===== src/rtl/ser_cfg_pkg.sv =====
package ser_cfg_pkg;
  localparam int CFG_AW = 8;
  localparam int CFG_DW = 24;

  typedef struct packed {
    logic [CFG_AW-1:0] addr;
    logic [CFG_DW-1:0] data;
  } cfg_beat_t;
endpackage


===== src/rtl/ser_cfg_sync.sv =====
module ser_cfg_sync #(
  parameter int           W     = 1,
  parameter logic [W-1:0] RST_V = '0
) (
  input  logic         clk,
  input  logic         rst_n,
  input  logic [W-1:0] d,
  output logic [W-1:0] q
);
  logic [W-1:0] meta_q;
  logic [W-1:0] sync_q;

  always_ff @(posedge clk or negedge rst_n) begin
    if (!rst_n) begin
      meta_q <= RST_V;
      sync_q <= RST_V;
    end else begin
      meta_q <= d;
      sync_q <= meta_q;
    end
  end

  assign q = sync_q;
endmodule


===== src/rtl/ser_cfg_rx.sv =====
module ser_cfg_rx
  import ser_cfg_pkg::*;
(
  input  logic      clk,
  input  logic      rst_n,
  input  logic      en_s,
  input  logic      sclk_s,
  input  logic      sdat_s,
  output logic      wr_vld,
  output cfg_beat_t wr_beat,
  output logic      frame_end
);
  localparam int CNT_W   = $clog2(CFG_DW);
  localparam int A_LAST  = CFG_AW - 1;
  localparam int D_LAST  = CFG_DW - 1;

  logic              sclk_d, en_d;
  logic              addr_done_q, addr_done_n;
  logic [CNT_W-1:0]  cnt_q, cnt_n;
  logic [CFG_AW-1:0] ash_q, ash_n;
  logic [CFG_DW-1:0] dsh_q, dsh_n;
  logic [CFG_AW-1:0] waddr_q, waddr_n;
  logic              wr_n;
  logic              sclk_rise;
  logic              fe_n;

  assign sclk_rise = sclk_s & ~sclk_d;
  assign fe_n      = en_d & ~en_s;

  always_comb begin
    addr_done_n = addr_done_q;
    cnt_n       = cnt_q;
    ash_n       = ash_q;
    dsh_n       = dsh_q;
    waddr_n     = waddr_q;
    wr_n        = 1'b0;
    if (!en_s) begin
      addr_done_n = 1'b0;
      cnt_n       = '0;
    end else if (sclk_rise) begin
      if (!addr_done_q) begin
        ash_n = {sdat_s, ash_q[CFG_AW-1:1]};
        if (cnt_q == CNT_W'(A_LAST)) begin
          addr_done_n = 1'b1;
          cnt_n       = '0;
          waddr_n     = ash_n;
        end else begin
          cnt_n = cnt_q + 1'b1;
        end
      end else begin
        dsh_n = {sdat_s, dsh_q[CFG_DW-1:1]};
        if (cnt_q == CNT_W'(D_LAST)) begin
          wr_n    = 1'b1;
          cnt_n   = '0;
          waddr_n = waddr_q + 1'b1;
        end else begin
          cnt_n = cnt_q + 1'b1;
        end
      end
    end
  end

  always_ff @(posedge clk or negedge rst_n) begin
    if (!rst_n) begin
      sclk_d       <= 1'b0;
      en_d         <= 1'b0;
      addr_done_q  <= 1'b0;
      cnt_q        <= '0;
      ash_q        <= '0;
      dsh_q        <= '0;
      waddr_q      <= '0;
      wr_vld       <= 1'b0;
      wr_beat      <= '0;
      frame_end    <= 1'b0;
    end else begin
      sclk_d       <= sclk_s;
      en_d         <= en_s;
      addr_done_q  <= addr_done_n;
      cnt_q        <= cnt_n;
      ash_q        <= ash_n;
      dsh_q        <= dsh_n;
      waddr_q      <= waddr_n;
      wr_vld       <= wr_n;
      frame_end    <= fe_n;
      if (wr_n) begin
        wr_beat.addr <= waddr_q;
        wr_beat.data <= dsh_n;
      end
    end
  end

  // a word is only emitted from inside an active frame
  p_wr_inside_frame_r4: assert property (@(posedge clk) disable iff (!rst_n)
    wr_vld |-> en_d);
endmodule


===== src/rtl/ser_cfg_bank.sv =====
module ser_cfg_bank
  import ser_cfg_pkg::*;
#(
  parameter int                 NUM_REGS  = 16,
  parameter int                 RST_ADDR  = 1,
  parameter int                 HOLD_ADDR = 2,
  parameter logic [NUM_REGS-1:0] LOAD_MASK = 16'h0008,
  parameter logic [CFG_DW-1:0]  DEF_BASE  = 24'hA50000
) (
  input  logic                             clk,
  input  logic                             rst_n,
  input  logic                             wr_vld,
  input  cfg_beat_t                        wr_beat,
  input  logic                             frame_end,
  input  logic                             sync_fall,
  output logic [NUM_REGS-1:0][CFG_DW-1:0]  act
);
  logic swr;
  logic hold_act;

  assign swr      = wr_vld && (wr_beat.addr == CFG_AW'(RST_ADDR)) && wr_beat.data[0];
  assign hold_act = act[HOLD_ADDR][0];

  for (genvar i = 0; i < NUM_REGS; i++) begin : g_reg
    localparam bit IS_RST  = (i == RST_ADDR);
    localparam bit IS_HOLD = (i == HOLD_ADDR);
    localparam bit IS_LOAD = LOAD_MASK[i] || IS_HOLD;
    localparam logic [CFG_DW-1:0] MASK = IS_HOLD ? CFG_DW'(1) : '1;
    localparam logic [CFG_DW-1:0] DEF  = (IS_RST || IS_HOLD) ? '0 : CFG_DW'(DEF_BASE + CFG_DW'(i));

    if (IS_RST) begin : g_swr
      assign act[i] = '0;
    end else begin : g_store
      logic [CFG_DW-1:0] sh_q, sh_n, ac_q, ac_n;
      logic              pd_q, pd_n;
      logic              hit, xfer;

      assign hit  = wr_vld && (wr_beat.addr == CFG_AW'(i));
      if (IS_LOAD) begin : g_ld
        assign xfer = frame_end;
      end else begin : g_sy
        assign xfer = sync_fall && !hold_act;
      end

      always_comb begin
        sh_n = sh_q;
        pd_n = pd_q;
        ac_n = ac_q;
        if (xfer && pd_q) begin
          ac_n = sh_q;
          pd_n = 1'b0;
        end
        if (hit) begin
          sh_n = wr_beat.data & MASK;
          pd_n = 1'b1;
        end
        if (swr) begin
          sh_n = DEF;
          ac_n = DEF;
          pd_n = 1'b0;
        end
      end

      always_ff @(posedge clk or negedge rst_n) begin
        if (!rst_n) begin
          sh_q <= DEF;
          ac_q <= DEF;
          pd_q <= 1'b0;
        end else begin
          sh_q <= sh_n;
          ac_q <= ac_n;
          pd_q <= pd_n;
        end
      end

      assign act[i] = ac_q;

      // software reset restores the default on the next cycle
      p_swr_default_r9: assert property (@(posedge clk) disable iff (!rst_n)
        swr |=> (act[i] == DEF));

      if (IS_LOAD) begin : g_ld_chk
        // load-class registers move only at frame end
        p_load_frame_only_r6: assert property (@(posedge clk) disable iff (!rst_n)
          (!frame_end && !swr) |=> $stable(act[i]));
      end else begin : g_sy_chk
        // sync-class registers move only on a sync falling edge
        p_sync_edge_only_r5: assert property (@(posedge clk) disable iff (!rst_n)
          (!sync_fall && !swr) |=> $stable(act[i]));
        // hold freezes sync-class registers
        p_hold_freeze_r7: assert property (@(posedge clk) disable iff (!rst_n)
          (hold_act && !swr) |=> $stable(act[i]));
      end
    end
  end
endmodule


===== src/rtl/ser_cfg_regs.sv =====
module ser_cfg_regs
  import ser_cfg_pkg::*;
#(
  parameter int                  NUM_REGS  = 16,
  parameter int                  RST_ADDR  = 1,
  parameter int                  HOLD_ADDR = 2,
  parameter logic [NUM_REGS-1:0] LOAD_MASK = 16'h0008,
  parameter logic [CFG_DW-1:0]   DEF_BASE  = 24'hA50000
) (
  input  logic                         clk,
  input  logic                         rst_n,
  input  logic                         ser_en,
  input  logic                         ser_clk,
  input  logic                         ser_dat,
  input  logic                         sync_n,
  output logic [NUM_REGS*CFG_DW-1:0]   cfg_active
);
  logic [3:0] raw_in, syn_in;
  logic       en_s, sclk_s, sdat_s, syncn_s, syncn_d;
  logic       sync_fall;
  logic       wr_vld, frame_end;
  cfg_beat_t  wr_beat;
  logic [NUM_REGS-1:0][CFG_DW-1:0] act;

  assign raw_in = {sync_n, ser_en, ser_clk, ser_dat};

  ser_cfg_sync #(.W(4), .RST_V(4'b1000)) u_sync (
    .clk   (clk),
    .rst_n (rst_n),
    .d     (raw_in),
    .q     (syn_in)
  );

  assign {syncn_s, en_s, sclk_s, sdat_s} = syn_in;

  always_ff @(posedge clk or negedge rst_n) begin
    if (!rst_n) syncn_d <= 1'b1;
    else        syncn_d <= syncn_s;
  end

  assign sync_fall = syncn_d & ~syncn_s;

  ser_cfg_rx u_rx (
    .clk       (clk),
    .rst_n     (rst_n),
    .en_s      (en_s),
    .sclk_s    (sclk_s),
    .sdat_s    (sdat_s),
    .wr_vld    (wr_vld),
    .wr_beat   (wr_beat),
    .frame_end (frame_end)
  );

  ser_cfg_bank #(
    .NUM_REGS  (NUM_REGS),
    .RST_ADDR  (RST_ADDR),
    .HOLD_ADDR (HOLD_ADDR),
    .LOAD_MASK (LOAD_MASK),
    .DEF_BASE  (DEF_BASE)
  ) u_bank (
    .clk       (clk),
    .rst_n     (rst_n),
    .wr_vld    (wr_vld),
    .wr_beat   (wr_beat),
    .frame_end (frame_end),
    .sync_fall (sync_fall),
    .act       (act)
  );

  assign cfg_active = act;
endmodule


===== config.mk =====
export PLATFORM = sky130hd
export DESIGN_NAME = ser_cfg_regs
export DESIGN_NICKNAME = d
export VERILOG_FILES = /design/src/rtl/ser_cfg_pkg.sv /design/src/rtl/ser_cfg_sync.sv /design/src/rtl/ser_cfg_rx.sv /design/src/rtl/ser_cfg_bank.sv /design/src/rtl/ser_cfg_regs.sv
export SDC_FILE = /design/constraint.sdc
export NUM_CORES = 1
export LEC_CHECK = 0
export CORE_UTILIZATION = 55
export CTS_CLUSTER_SIZE = 14
export DETAILED_ROUTE_END_ITERATION = 12
export GPL_TIMING_DRIVEN = 0
export PLACE_DENSITY_LB_ADDON = 0.05
export SETUP_SLACK_MARGIN = 0.3
export SYNTH_ARGS = -nofsm -noshare
export SYNTH_HDL_FRONTEND = slang
export SYNTH_SLANG_ARGS = --single-unit

===== constraint.sdc =====
create_clock -name clk -period 4 [get_ports clk]
set_input_delay 0.8 -clock clk [delete_from_list [all_inputs] [get_ports clk]]
set_output_delay 0.8 -clock clk [all_outputs]
set_load 0.05 [all_outputs]

==> metrics.md, run 1 <==
| Metric | Value |
|---|---|
| DPL Wire Length | 60400 microns |
| #FFs+latches synth | 779 |
| Ys async rst share | 100% |
| Crit-path cells | clkdlybuf4s50_1 |
| Status | finished, final reports clean |
| CTS clk-pin slew, worst paths | about 0.060 ns |
| Total detailed-routing wirelength | 87000 microns |
| Slew @ Worst Pin | between 1 and 1.5 ns |
| FMAX | between 300 and 400 MHz |
| Worst hold path type | in2async |
| Worst EP required | 3.20 ns |
| Worst setup SP type | flop |
| FP Rows | just under 90 |
| Slew HR | 12.5% |
| Hold Vio Cnt, Final | 0 |
| Arrival @ worst endpoint | 2.04 ns |
| Synth unique cells | 52 |
| Fill cells | 4295 |
| Die area | between 0.05 and 0.06 sq mm |
| # Post-CTS Setup Buffers | 0 |
| Sequential cell area | 0.0197 sq mm |
| Core Area | 0.0577 sq mm |
| Post-Syn Area per Cell | 12.2 sq um |
| Port-buffer cells | 342 |
| Max-slew violation count | 0 |
| Root Driver | clkbuf_16 |
| Area of the multi-input gates | around 0.011 sq mm |
| Final worst-path cycle share | 71.0% |
| Final ANT Viol Nets | 0 |
| Peak VDD IR | approximately 0.33 mV |
| Final setup TNS | 0 ns |
| RSZ-0062 raised after global routing | no |
| Most common cell after layout, fill and taps aside | mux2i_1 |
| 1st-pass router iterations | 5 |
| CTS Buf Count | roughly 80 |
| Post-CTS Resized | 0 |
| Most used DFF post-synth | dfrtp_1 |
| CP max stage cell | clkdlybuf4s50_1 |
| Antenna fix cells | 0 |
| CTS tree | built |
| Vias post-DR | 21400 |
| Buffers plus inverters on the worst setup path | 1 |
| Initial antenna violation count | 0 |
| Tot GR Track Use | 29.7% |
| Wire per inst | ~22 microns |
| Vias in the first global route | 21700 |
| First-pass GRT wire length | between 100000 and 150000 microns |
| Worst path top cell family by delay | buffers and inverters |
| Max_cap viols | 0 |
| Nets | approximately 3100 |
| CTS Buffer Depth | 3 |
| Placer Congestion | 0.848 |
| Effective utilization at floorplan | 55.7% |
| Flop2flop setup slack | 1.53 ns |
| Cells after Synth | 2639 |
| Global route total overflow | 0 |
| CTS Hold Bufs | 0 |
| Final hold slack | between 0.1 and 0.15 ns |
| LEAKAGE | 21.3 nW |
| Mapped cell area | 0.0321 sq mm |
| DRC | 0 |
| CTS Sinks | about 780 |
| Synth-to-Final Area Change | 23.0% |
| Crit Path Class | reg2out |
| Clk_lat worst skew | between 0.6 and 0.7 ns |
| Register area share after synthesis | 61.4% |
| EDFF count, synth | 0 |
| Initial DRC count | ~1500 |
| Crit end category | output port |
| Htree depth | 3 |
| Final Setup Violations | 0 |
| Die Wd | 244 microns |
| Most frequent cells in the layout | 637 x mux2i_1, 604 x dfrtp_1, 491 x nor2_1, 341 x clkdlybuf4s50_1, 219 x nand2_1 |
| Pin count of the biggest net entering global routing | 127 |
| Routed vias/inst | 5.43 |
| I/O pins | 390 |
| Syn. warnings | 0 |
| Final Skew | between 0.015 and 0.02 ns |
| Tmin final | 2.84 ns |
| CP Max Fanout | 2 |
| Slowest stage delay, CP | approximately 0.90 ns |
| Share of post-route cells with drive strength above 1 | between 15 and 20% |
| Cell area power density | 401 mW/mm^2 |
| Height of the die | roughly 240 microns |
## area by class of cell
type	instances	share of cell area, %
flip-flops and latches	779	49.9
multi-input cells	1652	28.3
repair buffers	349	9.16
clock buffers	123	6.12
plain buffers	251	3.56
well taps	765	2.42
clock inverters	15	0.576
inverters	3	0.0285
## power by group
group	internal (mW)	switching [mW]
combinational	0.0865	0.278
clock	4.52	2.99
sequential	7.93	0.0263
## kinds of logic after synthesis
| family | count (synthesis) | synth area share [%] |
|---|---|---|
| muxes | 702 | 22.1 |
| other | 1 | 0.0117 |
| DFF | 779 | 61.4 |
| and+or+nand+nor | 833 | 10.8 |
| adders and majority gates | 2 | 0.0779 |
| buffers and inverters | 254 | 4.41 |
| AOI/OAI and AO/OA | 66 | 1.18 |
| xor gates and xnor gates | 2 | 0.0545 |
## Yosys cell counts, drive strengths merged (3+ instances only)
cell type    n  area (sq um)
nand2      219           822
nand4b       5          50.0
nor4         3          33.8
mux2        65           732
nor2       491          1840
inv          3          11.3
nand2b       3          18.8
or3          3          18.8
nor3b        4          30.0
nand3       52           265
nor3         6          35.0
dfrtp      604         15100
mux2i      637          6380
buf        196          1200
nand4       11          75.1
dfstp      175          4600
clkbuf      55           208
o21ai       12          60.1
a21oi       38           190
and2        16           100
nor2b        7          43.8
a21boi       6          45.0
## worst register-to-register path, delay by kind of cell (launching register included)
kind,cells,cell delay [ns]
buf+inv,3,0.95
simple gates,3,0.66
flops,1,0.52
mux,1,0.25
## path summary, 6_finish.rpt
check,start,endpoint,depth (start not counted)
setup / recovery,u_bank.g_reg[3].g_store.ac_q[0],cfg_active[72],1
hold / removal,rst_n,u_bank.g_reg[8].g_store.ac_q[12],1
setup reg to reg,syncn_d,u_bank.g_reg[8].g_store.ac_q[23],7
hold reg to reg,u_sync.meta_q[2],u_sync.q[2],0
max in group asynchronous,rst_n,u_bank.g_reg[14].g_store.ac_q[21],4
min in group clk,u_sync.meta_q[2],u_sync.q[2],0
## metrics by stage
stage | setup WS, ns | instances | area [sq um] | total power, mW | util [%]
final | 1.16 | 3937 | 39500 | 15.8 | 68.5
after floorplan | 2.05 | 2685 | 32300 | 8.26 | -
after global placement | -30.85 | 3792 | 36700 | 8.44 | 63.6
after detailed placement | 1.33 | 3799 | 36900 | 8.46 | 63.9
after global routing | 1.12 | 3937 | 39500 | 16.3 | 68.5
after CTS | 1.14 | 3937 | 39500 | 15.9 | 68.5
## routing by layer
metal	part of all wire (%)	GRT usage (%)	wire length [microns]	vias up
li1	-	-	-	9669
met5	0	0	0	-
met3	4.8	5.03	4190	152
met2	49	48.0	42200	552
met4	3.4	10.5	2980	0
met1	43	40.5	37600	11000
## state kept, by name, indices dropped and copies added, names as in the netlist, 4 cells and up
register               flops
u_rx.waddr_q               8
u_rx.wr_beat              32
u_sync.q                   4
u_sync.meta_q              4
u_rx.cnt_q                 5
u_bank.g.g_store.pd_q     15
u_bank.g.g_store.ac_q    337
u_rx.ash_q                 7
u_bank.g.g_store.sh_q    337
u_rx.dsh_q                24
(Power assumes the default switching activity.)
==> run 2: changes to the inputs <==
- clock period: 4 -> 3 ns (I/O delays scaled with it)
==> run 2 against run 1 <==
  * Register-to-register slack lost 1.0 ns
  * Non-clock buffer count grew 1
  * Via count grew 0.11%
  * Worst hold slack gained 0.24 ns
  * Clock-buffer cell count is the same
  * Die area is the same
  * Setup slack lost 0.80 ns
  * Critical endpoint unchanged
  * Largest cell class unchanged
==> metrics.md, run 2 (same netlist as run 1, synthesis figures left out) <==
| Metric | Value |
|---|---|
| Biggest registers after layout | u_bank.g.g_store.ac_q (337), u_bank.g.g_store.sh_q (337), u_rx.wr_beat (32) |
| Total detailed-routing wirelength | 87000 microns (about the same) |
| Core Area | 0.0577 sq mm (unchanged) |
| Worst hold path type | reg2reg |
| Psw | 4.38 mW (+33%) |
| Layout Cells excl Fill | 3938 (+0.025%) |
| Hold Path Sink | u_sync.q[2] |
| Max-slew violation count | 0 (unchanged) |
| I/O pins | 390 (unchanged) |
| Cell Int Power | 16.7 mW (+33%) |
| Tmin final | approximately 2.6 ns |
| LEAKAGE | 21.3 nW (about the same) |
| Post-placement cell count | 3799 (unchanged) |
| Buffers plus inverters on the worst setup path | 1 (unchanged) |
| Final ANT Viol Nets | 0 (unchanged) |
| Slew @ Worst Pin | 1.32 ns (+0.00672 ns) |
| Worst EP required | 2.40 ns (-0.80 ns) |
| Status | finished, final reports clean |
| FF-to-FF path depth | 7 (unchanged) |
| CTS Buffer Depth | 3 (unchanged) |
| Peak VDD IR | 0.434 mV (+33%) |
| Vias post-DR | 21400 (+0.11%) |
| CTS Sinks | 779 (unchanged) |
| Global-route met1 utilization | 40.5% (unchanged) |
| CTS clk-pin slew, worst paths | 0.06 ns (about the same) |
| # Post-CTS Setup Buffers | 0 (unchanged) |
| Placed cell area | 0.0369 sq mm (unchanged) |
| Tot GR Track Use | 29.7% (unchanged) |
| Global route total overflow | 0 (unchanged) |
| Slew HR | 12.0% (-0.45 points) |
| Wire per inst | 22.1 microns (about the same) |
| Flop pwr share | 50.3% (about the same) |
| Pin count of the biggest net entering global routing | 127 (unchanged) |
| Clk_lat worst skew | 0.61 ns (about the same) |
| CP Max Fanout | 2 (unchanged) |
| FMAX | approximately 380 MHz |
| Vias in the first global route | 21700 (unchanged) |
| Nets | 3123 (+0.032%) |
| M3 GR Usage | 5.03% (unchanged) |
| Most frequent cells in the layout | 637 x mux2i_1, 604 x dfrtp_1, 491 x nor2_1, 341 x clkdlybuf4s50_1, 219 x nand2_1 |
| Final setup TNS | 0 ns (unchanged) |
| Final Setup Violations | 0 (unchanged) |
| Crit-path cells | clkdlybuf4s50_1 |
| FP Rows | 88 (unchanged) |
| Combinational Power Share | 2.3% (about the same) |
| Worst path top cell family by delay | buffers and inverters |
| Antenna fix cells | 0 (unchanged) |
| Hold Path Cell Cnt | 0 |
| Synth-to-Final Area Change | 23.1% (about the same) |
| GR met2 Demand/Resource | 48.0% (unchanged) |
| RR Startpoint | syncn_d |
| Initial DRC count | 1519 (-0.91%) |
| CP max stage cell | clkdlybuf4s50_1 |
| Die area | 0.0594 sq mm (unchanged) |
| Htree depth | 3 (unchanged) |
| FF-to-FF End | u_bank.g_reg[8].g_store.ac_q[23] |
| 1st-pass router iterations | 5 (unchanged) |
| Root Driver | clkbuf_16 |
| Cell area power density | 534 mW/mm^2 (+33%) |
| RSZ-0062 raised after global routing | no |
| Clock network fraction of design power | 47.4% (about the same) |
| Most common cell after layout, fill and taps aside | mux2i_1 |
| Effective utilization at floorplan | 55.7% (unchanged) |
| Placer Congestion | 0.848 (unchanged) |
| Share of post-route cells with drive strength above 1 | 17.8% (about the same) |
| Hold Vio Cnt, Final | 0 (unchanged) |
| Switching share of power | 20.8% (-0.061 points) |
| First-pass GRT wire length | 132000 microns (unchanged) |
| Final Cell Area | 0.0395 sq mm (about the same) |
| Routed vias/inst | 5.43 (about the same) |
| Arrival @ worst endpoint | 2.04 ns (about the same) |
| Worst setup SP type | flop |
| Initial antenna violation count | 0 (unchanged) |
| Fill cells | 4294 (-0.023%) |
| Max_cap viols | 0 (unchanged) |
| CTS tree | built |
| DPL Wire Length | 60400 microns (unchanged) |
| DRC | 0 (unchanged) |
| Final worst-path cycle share | 87.9% |
| Crit Path Class | reg2out |
| Die Wd | 244 microns (unchanged) |
| Port-buffer cells | 342 (unchanged) |
| CTS Buf Count | 78 (unchanged) |
| Hold path start | u_sync.meta_q[2] |
| Crit end category | output port |
| Final Skew | 0.0185 ns (-0.00118 ns) |
| Post-CTS Resized | 0 (unchanged) |
| Slowest stage delay, CP | 0.90 ns (about the same) |
| Height of the die | 244 microns (unchanged) |
| Flop2flop setup slack | 0.49 ns (-1.04 ns) |
| Gr busiest metal | met2 |
-- run 2: cell type report --
class | instances | area (sq um) | share of cell area (%)
Buffer | 251 | 1410 | 3.55
Clock buffer | 123 | 2420 | 6.12
Clock inverter | 15 | 228 | 0.576
Inverter | 3 | 11.3 | 0.0285
Multi-Input combinational cell | 1652 | 11200 | 28.2
Sequential cell | 779 | 19700 | 49.9
Tap cell | 765 | 957 | 2.42
Timing Repair Buffer | 350 | 3630 | 9.19
-- run 2: power by group through the flow --
stage                     registers, mW  logic (mW)  clock network (mW)
after global routing               10.6       0.543                10.6
after CTS                          10.6       0.496                10.2
after detailed placement           10.8       0.494                   0
after global placement             10.8       0.449                   0
final                              10.6       0.487                10.0
after floorplan                    10.8       0.235                   0
-- run 2: worst max path at each step --
stage,startpoint,cells after the start,slack [ns],endpoint
after floorplan,u_bank.g_reg[2].g_store.ac_q[0],7,1.05,u_bank.g_reg[0].g_store.ac_q[10]
after global routing,syncn_d,7,0.30,u_bank.g_reg[12].g_store.ac_q[23]
after global placement,rst_n,1,-31.65,u_bank.g_reg[0].g_store.ac_q[19]
after detailed placement,rst_n,4,0.53,u_bank.g_reg[15].g_store.ac_q[16]
after CTS,u_bank.g_reg[9].g_store.ac_q[23],1,0.34,cfg_active[239]
final,u_bank.g_reg[3].g_store.ac_q[0],1,0.36,cfg_active[72]
-- run 2: routing by layer --
| layer | wire [microns] | vias to the layer above |
|---|---|---|
| met2 | 42100 | 602 |
| met3 | 4520 | 149 |
| met5 | 0 | - |
| met1 | 37300 | 11000 |
| li1 | - | 9659 |
| met4 | 3000 | 0 |
-- run 2: timing repair --
item,4_1_cts,5_1_grt
hold buffers,1,0
hold endpoints to repair,62,0
setup endpoints to repair,0,0
-- run 2: metrics by stage --
stage	utilization [%]	hold WS [ns]	setup slack, ns	power (mW)
after detailed placement	63.9	0.340	0.526	11.3
final	68.5	0.359	0.363	21.1
after global routing	68.5	0.367	0.305	21.7
after floorplan	-	0.304	1.05	11.0
after CTS	68.5	0.354	0.343	21.3
after global placement	63.6	0.342	-31.65	11.2
